[config.mk]
export PLATFORM = sky130hd
export DESIGN_NAME = vid_timing_gen
export DESIGN_NICKNAME = d
export VERILOG_FILES = /design/src/rtl/vtg_pkg.sv /design/src/rtl/vtg_regs.sv /design/src/rtl/vtg_raster.sv /design/src/rtl/vtg_sync_set.sv /design/src/rtl/vid_timing_gen.sv
export SDC_FILE = /design/constraint.sdc
export NUM_CORES = 2
export LEC_CHECK = 0
export BUFFER_PORTS_ARGS = -buffer_cell sky130_fd_sc_hd__buf_2
export CAP_MARGIN = 40
export CORE_ASPECT_RATIO = 0.75
export CORE_MARGIN = 8
export CORE_UTILIZATION = 50
export CTS_CLUSTER_SIZE = 40
export DETAILED_ROUTE_END_ITERATION = 10
export PLACE_DENSITY = 0.61
export SYNTH_ARGS = -nofsm -noshare
export SYNTH_HDL_FRONTEND = slang
export SYNTH_HIERARCHICAL = 1
export SYNTH_SLANG_ARGS = --single-unit
[constraint.sdc]
create_clock -name clk -period 10.76 [get_ports clk]
set_input_delay 3.228 -clock clk [delete_from_list [all_inputs] [get_ports clk]]
set_output_delay 3.228 -clock clk [all_outputs]
set_load 0.1 [all_outputs]
[src/rtl/vtg_pkg.sv]
package vtg_pkg;
    localparam int unsigned DATA_W = 32;
    localparam int unsigned ADDR_W = 8;
    localparam int unsigned POS_W  = 16;
    localparam int unsigned IRQ_W  = 2;

    // control word indices
    localparam logic [ADDR_W-1:0] A_MODE     = ADDR_W'(0);
    localparam logic [ADDR_W-1:0] A_RESTART  = ADDR_W'(1);
    localparam logic [ADDR_W-1:0] A_STAT     = ADDR_W'(2);
    localparam logic [ADDR_W-1:0] A_STAT_CLR = ADDR_W'(3);
    localparam logic [ADDR_W-1:0] A_MASK_SET = ADDR_W'(4);
    localparam logic [ADDR_W-1:0] A_MASK_CLR = ADDR_W'(5);
    localparam logic [ADDR_W-1:0] A_TIM_BASE = ADDR_W'(8);

    // offsets inside the timing block
    localparam int unsigned T_LINE_LEN  = 0;
    localparam int unsigned T_FIELD_HL  = 1;
    localparam int unsigned T_WIN_TOP_S = 2;
    localparam int unsigned T_WIN_TOP_E = 3;
    localparam int unsigned T_WIN_BOT_S = 4;
    localparam int unsigned T_WIN_BOT_E = 5;
    localparam int unsigned T_SET0      = 6;
    localparam int unsigned SET_STRIDE  = 5;
    localparam int unsigned S_HORZ      = 0;
    localparam int unsigned S_VL_TOP    = 1;
    localparam int unsigned S_VL_BOT    = 2;
    localparam int unsigned S_VP_TOP    = 3;
    localparam int unsigned S_VP_BOT    = 4;

    localparam int unsigned IRQ_BOT = 0;
    localparam int unsigned IRQ_TOP = 1;

    typedef enum logic {FLD_TOP = 1'b0, FLD_BOT = 1'b1} field_e;

    typedef struct packed {
        logic [POS_W-1:0] line;
        logic [POS_W-1:0] pix;
    } rpos_t;

    typedef logic [DATA_W-1:0] word_t;

    function automatic int unsigned tim_words(input int unsigned sets);
        return T_SET0 + SET_STRIDE * sets;
    endfunction

    // half-open span [on_pos, off_pos) that may wrap past the line end
    function automatic logic in_wrap(input logic [POS_W-1:0] p,
                                     input logic [POS_W-1:0] on_pos,
                                     input logic [POS_W-1:0] off_pos);
        if (on_pos == off_pos) return 1'b0;
        if (on_pos < off_pos)  return (p >= on_pos) && (p < off_pos);
        return (p >= on_pos) || (p < off_pos);
    endfunction

    function automatic logic in_range(input logic [POS_W-1:0] p,
                                      input logic [POS_W-1:0] lo,
                                      input logic [POS_W-1:0] hi);
        return (p >= lo) && (p <= hi);
    endfunction
endpackage

[src/rtl/vtg_regs.sv]
module vtg_regs import vtg_pkg::*; #(
    parameter int unsigned TW = 26
) (
    input  logic              clk,
    input  logic              rst,
    input  logic              reg_we,
    input  logic [ADDR_W-1:0] reg_addr,
    input  word_t             reg_wdata,
    output word_t             reg_rdata,
    input  logic              field_start,
    input  field_e            field,
    input  logic              load_live,
    output logic              slave_mode,
    output logic              restart,
    output logic              irq,
    output word_t             live [TW]
);
    localparam int unsigned TIW = $clog2(TW);

    word_t             prog [TW];
    logic [IRQ_W-1:0]  stat_q, mask_q, stat_set, stat_clr;
    logic [ADDR_W-1:0] tidx;
    logic [TIW-1:0]    tsel;
    logic              in_tim;

    assign tidx    = reg_addr - A_TIM_BASE;
    assign tsel    = tidx[TIW-1:0];
    assign in_tim  = (reg_addr >= A_TIM_BASE) && (tidx < ADDR_W'(TW));
    assign restart = reg_we && (reg_addr == A_RESTART) && reg_wdata[0];

    always_comb begin
        stat_set          = '0;
        stat_set[IRQ_TOP] = field_start && (field == FLD_TOP);
        stat_set[IRQ_BOT] = field_start && (field == FLD_BOT);
        stat_clr = (reg_we && reg_addr == A_STAT_CLR) ? reg_wdata[IRQ_W-1:0] : '0;
    end

    always_ff @(posedge clk) begin
        if (rst) begin
            slave_mode <= 1'b0;
            stat_q     <= '0;
            mask_q     <= '0;
            for (int i = 0; i < int'(TW); i++) begin
                prog[i] <= '0;
                live[i] <= '0;
            end
        end else begin
            stat_q <= (stat_q & ~stat_clr) | stat_set;
            if (reg_we && reg_addr == A_MODE)     slave_mode <= reg_wdata[0];
            if (reg_we && reg_addr == A_MASK_SET) mask_q <= mask_q | reg_wdata[IRQ_W-1:0];
            if (reg_we && reg_addr == A_MASK_CLR) mask_q <= mask_q & ~reg_wdata[IRQ_W-1:0];
            if (load_live)
                for (int i = 0; i < int'(TW); i++) live[i] <= prog[i];
            if (reg_we && in_tim) prog[tsel] <= reg_wdata;
        end
    end

    always_comb begin
        reg_rdata = '0;
        if (in_tim) reg_rdata = prog[tsel];
        else begin
            case (reg_addr)
                A_MODE:     reg_rdata = word_t'(slave_mode);
                A_STAT:     reg_rdata = word_t'(stat_q);
                A_MASK_SET: reg_rdata = word_t'(mask_q);
                default:    reg_rdata = '0;
            endcase
        end
    end

    assign irq = |(stat_q & mask_q);

    assert_top_status_R7: assert property (@(posedge clk) disable iff (rst)
        (field_start && field == FLD_TOP) |=> stat_q[IRQ_TOP]);
    assert_bot_clear_R8: assert property (@(posedge clk) disable iff (rst)
        (reg_we && reg_addr == A_STAT_CLR && reg_wdata[IRQ_BOT]
         && !(field_start && field == FLD_BOT)) |=> !stat_q[IRQ_BOT]);
    assert_mask_set_R8: assert property (@(posedge clk) disable iff (rst)
        (reg_we && reg_addr == A_MASK_SET)
        |=> ((mask_q & $past(reg_wdata[IRQ_W-1:0])) == $past(reg_wdata[IRQ_W-1:0])));
    assert_live_hold_R11: assert property (@(posedge clk) disable iff (rst)
        !load_live |=> $stable(live[T_LINE_LEN]));
endmodule

[src/rtl/vtg_raster.sv]
module vtg_raster import vtg_pkg::*; (
    input  logic             clk,
    input  logic             rst,
    input  logic             restart,
    input  logic             slave_mode,
    input  logic             ext_sync,
    input  logic [POS_W-1:0] line_len,
    input  logic [POS_W-1:0] field_hl,
    output rpos_t            pos,
    output field_e           field,
    output logic             field_start,
    output logic             load_live,
    output logic             resync
);
    logic             sync_q, sync_rise, last_pix, last_line;
    logic [POS_W-1:0] lines_per_field;
    logic [POS_W:0]   pix_inc;
    logic             unused_hl0;

    assign unused_hl0      = field_hl[0];
    assign lines_per_field = {1'b0, field_hl[POS_W-1:1]};
    assign pix_inc         = {1'b0, pos.pix} + (POS_W+1)'(1);
    assign last_pix        = pix_inc >= {1'b0, line_len};
    assign last_line       = pos.line >= lines_per_field;
    assign sync_rise       = slave_mode && ext_sync && !sync_q;
    assign resync          = restart || sync_rise;
    assign field_start     = (pos.pix == '0) && (pos.line == POS_W'(1));
    assign load_live       = resync || (last_pix && last_line && field == FLD_BOT);

    always_ff @(posedge clk) begin
        if (rst) begin
            pos    <= '{line: POS_W'(1), pix: '0};
            field  <= FLD_TOP;
            sync_q <= 1'b0;
        end else begin
            sync_q <= ext_sync;
            if (resync) begin
                pos   <= '{line: POS_W'(1), pix: '0};
                field <= FLD_TOP;
            end else if (last_pix) begin
                pos.pix <= '0;
                if (last_line) begin
                    pos.line <= POS_W'(1);
                    field    <= (field == FLD_TOP) ? FLD_BOT : FLD_TOP;
                end else begin
                    pos.line <= pos.line + POS_W'(1);
                end
            end else begin
                pos.pix <= pos.pix + POS_W'(1);
            end
        end
    end

    assert_pix_in_line_R2: assert property (@(posedge clk) disable iff (rst)
        (line_len != '0) |-> (pos.pix < line_len));
    assert_line_in_field_R3: assert property (@(posedge clk) disable iff (rst)
        (lines_per_field != '0) |-> (pos.line >= POS_W'(1) && pos.line <= lines_per_field));
    assert_restart_home_R9: assert property (@(posedge clk) disable iff (rst)
        restart |=> (pos.pix == '0 && pos.line == POS_W'(1) && field == FLD_TOP));
    assert_slave_lock_R10: assert property (@(posedge clk) disable iff (rst)
        sync_rise |=> (pos.pix == '0 && pos.line == POS_W'(1) && field == FLD_TOP));
endmodule

[src/rtl/vtg_sync_set.sv]
module vtg_sync_set import vtg_pkg::*; (
    input  logic   clk,
    input  logic   rst,
    input  logic   resync,
    input  rpos_t  pos,
    input  field_e field,
    input  word_t  horz,
    input  word_t  vl_top,
    input  word_t  vl_bot,
    input  word_t  vp_top,
    input  word_t  vp_bot,
    output logic   hsync,
    output logic   vsync
);
    word_t vl, vp;
    logic  v_on, v_off;

    assign vl    = (field == FLD_TOP) ? vl_top : vl_bot;
    assign vp    = (field == FLD_TOP) ? vp_top : vp_bot;
    assign hsync = in_wrap(pos.pix, horz[POS_W-1:0], horz[2*POS_W-1:POS_W]);
    assign v_on  = (pos.line == vl[POS_W-1:0]) && (pos.pix == vp[POS_W-1:0]);
    assign v_off = (pos.line == vl[2*POS_W-1:POS_W]) && (pos.pix == vp[2*POS_W-1:POS_W]);

    always_ff @(posedge clk) begin
        if (rst || resync) vsync <= 1'b0;
        else if (v_on)     vsync <= 1'b1;
        else if (v_off)    vsync <= 1'b0;
    end

    assert_vs_rise_R6: assert property (@(posedge clk) disable iff (rst)
        (v_on && !resync) |=> vsync);
    assert_vs_fall_R6: assert property (@(posedge clk) disable iff (rst)
        (v_off && !v_on && !resync) |=> !vsync);
    assert_vs_resync_R9: assert property (@(posedge clk) disable iff (rst)
        resync |=> !vsync);
endmodule

[src/rtl/vid_timing_gen.sv]
module vid_timing_gen import vtg_pkg::*; #(
    parameter int unsigned NUM_SETS = 4
) (
    input  logic                clk,
    input  logic                rst,
    input  logic                reg_we,
    input  logic [ADDR_W-1:0]   reg_addr,
    input  logic [DATA_W-1:0]   reg_wdata,
    output logic [DATA_W-1:0]   reg_rdata,
    input  logic                ext_sync,
    output logic                active,
    output logic [NUM_SETS-1:0] hsync,
    output logic [NUM_SETS-1:0] vsync,
    output logic                irq
);
    localparam int unsigned TW = tim_words(NUM_SETS);

    word_t  live [TW];
    rpos_t  pos;
    field_e field;
    logic   field_start, load_live, resync, restart, slave_mode;
    word_t  win_s, win_e;
    logic   unused_hi;

    assign unused_hi = ^{live[T_LINE_LEN][DATA_W-1:POS_W], live[T_FIELD_HL][DATA_W-1:POS_W]};

    vtg_regs #(.TW(TW)) u_regs (
        .clk(clk), .rst(rst), .reg_we(reg_we), .reg_addr(reg_addr),
        .reg_wdata(reg_wdata), .reg_rdata(reg_rdata),
        .field_start(field_start), .field(field), .load_live(load_live),
        .slave_mode(slave_mode), .restart(restart), .irq(irq), .live(live)
    );

    vtg_raster u_raster (
        .clk(clk), .rst(rst), .restart(restart), .slave_mode(slave_mode),
        .ext_sync(ext_sync),
        .line_len(live[T_LINE_LEN][POS_W-1:0]),
        .field_hl(live[T_FIELD_HL][POS_W-1:0]),
        .pos(pos), .field(field), .field_start(field_start),
        .load_live(load_live), .resync(resync)
    );

    assign win_s  = (field == FLD_TOP) ? live[T_WIN_TOP_S] : live[T_WIN_BOT_S];
    assign win_e  = (field == FLD_TOP) ? live[T_WIN_TOP_E] : live[T_WIN_BOT_E];
    assign active = in_range(pos.line, win_s[2*POS_W-1:POS_W], win_e[2*POS_W-1:POS_W])
                 && in_range(pos.pix,  win_s[POS_W-1:0],       win_e[POS_W-1:0]);

    for (genvar k = 0; k < NUM_SETS; k++) begin : g_set
        vtg_sync_set u_set (
            .clk(clk), .rst(rst), .resync(resync), .pos(pos), .field(field),
            .horz  (live[T_SET0 + SET_STRIDE*k + S_HORZ]),
            .vl_top(live[T_SET0 + SET_STRIDE*k + S_VL_TOP]),
            .vl_bot(live[T_SET0 + SET_STRIDE*k + S_VL_BOT]),
            .vp_top(live[T_SET0 + SET_STRIDE*k + S_VP_TOP]),
            .vp_bot(live[T_SET0 + SET_STRIDE*k + S_VP_BOT]),
            .hsync(hsync[k]), .vsync(vsync[k])
        );
    end
endmodule

==> impl_metrics.toml <==
[drt]
wl_per_cell_um = 33.4
vias_per_cell = 6.36
drtAntennaViolNets = 0
route.detailed.drc = 0
wirelength_um = 322000
drtIter0Drc = 8582
first_pass_iters = 6
via_count = 61255

[yosys]
synth_nets = 7496
synthCells = 7160
syn_area_mm2 = 0.0875
yosys_warnings = 6
synth_area_per_cell_um2 = 12.2

[finish]
final_cell_area_mm2 = 0.0974
fillCellCount = 14414
nets = 7498
syn2layout_area_growth_pct = 11.3
layout-drive-gt1-share = 0.142
regArea_mm2 = 0.0476
multi_input_area_mm2 = 0.0375

[flow_run]
cap_violations = 0

[cts]
numCtsBuffers = 181
post_cts_resize_count = 0
root_buffer = "clkbuf_16"
post-cts-setup-buffers = 0
clk_pin_slew_ns = 0.06
insertion_delay_ns = 0.83
cts_sinks = 1866
htree_levels = 4
cts_tree = "built"
cts_buffer_depth = 3
postCtsHoldBufs = 0

[power_and_ir_drop]
p_leak_nw = 32.6
power_density_mw_per_mm2 = 312
peakVddDrop_mv = 1.18

[setup_path]
cp.arrival_ns = 6.52
path_class = "in2out"
r2r_setup_slack_ns = 4.35
required_ns = 7.53
crit_path_max_fanout = 21
crit_path_end_kind = "output pin"
start_kind = "primary input"

[grt]
grt_pass1_wl_um = 447000
grt.total_usage = 0.330
grt-ovfl-total = 0
antenna_found_initial = 24
grt_pass1_vias = 57339
grt_start_max_net_pins = 177

[timing]
drv_slew = 0
tns_ns = 0
final-setup-viol-count = 0
post-route-period-util = 0.906
rsz0062_at_grt = "false"
fin_crit_ns = 9.75
worst_slew_pin_slew_ns = 1.24
fin_ws_ns = 1.01
skew_ns = 0.0325
slew_headroom = 0.173
hold_viol_final = 0
fmax_ghz = 0.103

[hold_path]
min_path_type = "reg2reg"

[placed_design]
port_buffers = 85
dp_slack_ns = 1.03
hpwl_um = 211000
placed_area_mm2 = 0.0912
place.gp.congestion = 0.929

[floorplanning]
core_area_mm2 = 0.175
rows = 133
initial_core_util = 0.501
die_w_um = 499
die_area_mm2 = 0.189
top_level_ports = 86
die_h_um = 378

[status]
status = "complete, no violations"
per-stage QoR:
step,hold slack (ns),power [W],utilization,std cells
floorplan,0.453,0.0185,-,7160
global placement,0.471,0.0231,0.518,9242
detailed placement,0.480,0.0235,0.522,9272
CTS,0.496,0.0302,0.558,9614
global route,0.510,0.0316,0.558,9619
finish,0.490,0.0304,0.558,9626
final timing paths:
check / end / cells past startpoint / start
worst min register to register: u_regs/live[14]$_SDFFE_PP0P_ / 2 / u_regs/live[14]$_SDFFE_PP0P_
worst min-delay path: u_regs/live[14]$_SDFFE_PP0P_ / 2 / u_regs/live[14]$_SDFFE_PP0P_
worst max-delay path: reg_rdata[19] / 10 / reg_addr[3]
worst max register to register: u_regs/live[433]$_SDFFE_PP0P_ / 16 / u_raster/pos[1]$_SDFF_PP0_
critical path: stages:
cell,delay (ns)
buf_2,0.23
inv_6,0.37
ha_2,0.38
clkinv_1,0.26
buf_4,0.36
buf_4,0.25
nand2_1,0.07
a21oi_1,0.62
buf_4,0.27
buf_2,0.44
power breakdown:
group	switching, W	internal (W)	total, W
Combinational	0.00845	0.00506	0.0135
Sequential	0.00112	0.00908	0.0102
Clock	0.00289	0.00381	0.00670
sequential cells by signal (all words and copies together), names as in the netlist, named ones only:
signal / cells
u_regs/live: 799
g_set.u_set/vsync: 4
u_raster/sync_q: 1
u_raster/field: 1
u_regs/slave_mode: 1
u_regs/prog: 1024
u_regs/stat_q: 2
u_raster/pos: 32
layer usage:
layer	vias up	GRT usage	share of wire
met3	594	0.0851	0.13
li1	25621	-	-
met4	8	0.128	0.045
met5	-	0	0.00016
met1	30975	0.487	0.42
met2	4057	0.466	0.41
cell type report:
| cell class | count | share of cell area |
|---|---|---|
| inverter | 173 | 0.00672 |
| timing repair buffer | 256 | 0.0263 |
| clock buffer | 249 | 0.0535 |
| sequential | 1866 | 0.489 |
| tap | 2295 | 0.0295 |
| antenna | 10 | 0.000257 |
| multi-input combinational | 4684 | 0.385 |
| clock inverter | 93 | 0.0101 |
cell usage in the layout (no fill, tap or decap), drive strengths merged, types with 8 or more instances in the layout:
cell / count
nor2: 1643
mux2i: 1123
edfxtp: 1024
dfxtp: 842
nand2: 322
mux4: 315
ha: 292
buf: 254
clkbuf: 250
xnor2: 200
inv: 178
a21oi: 111
nand4: 76
and2: 73
xor2: 71
a21o: 63
clkinv: 63
nor4: 62
o21ai: 52
nand3: 41
nor3: 27
nor2b: 26
a211oi: 22
and3: 20
bufinv: 17
o211ai: 15
and4: 14
diode: 10
nand2b: 9
clkinvlp: 8
a221o: 8
o21bai: 8
(Power assumes the default switching activity.)
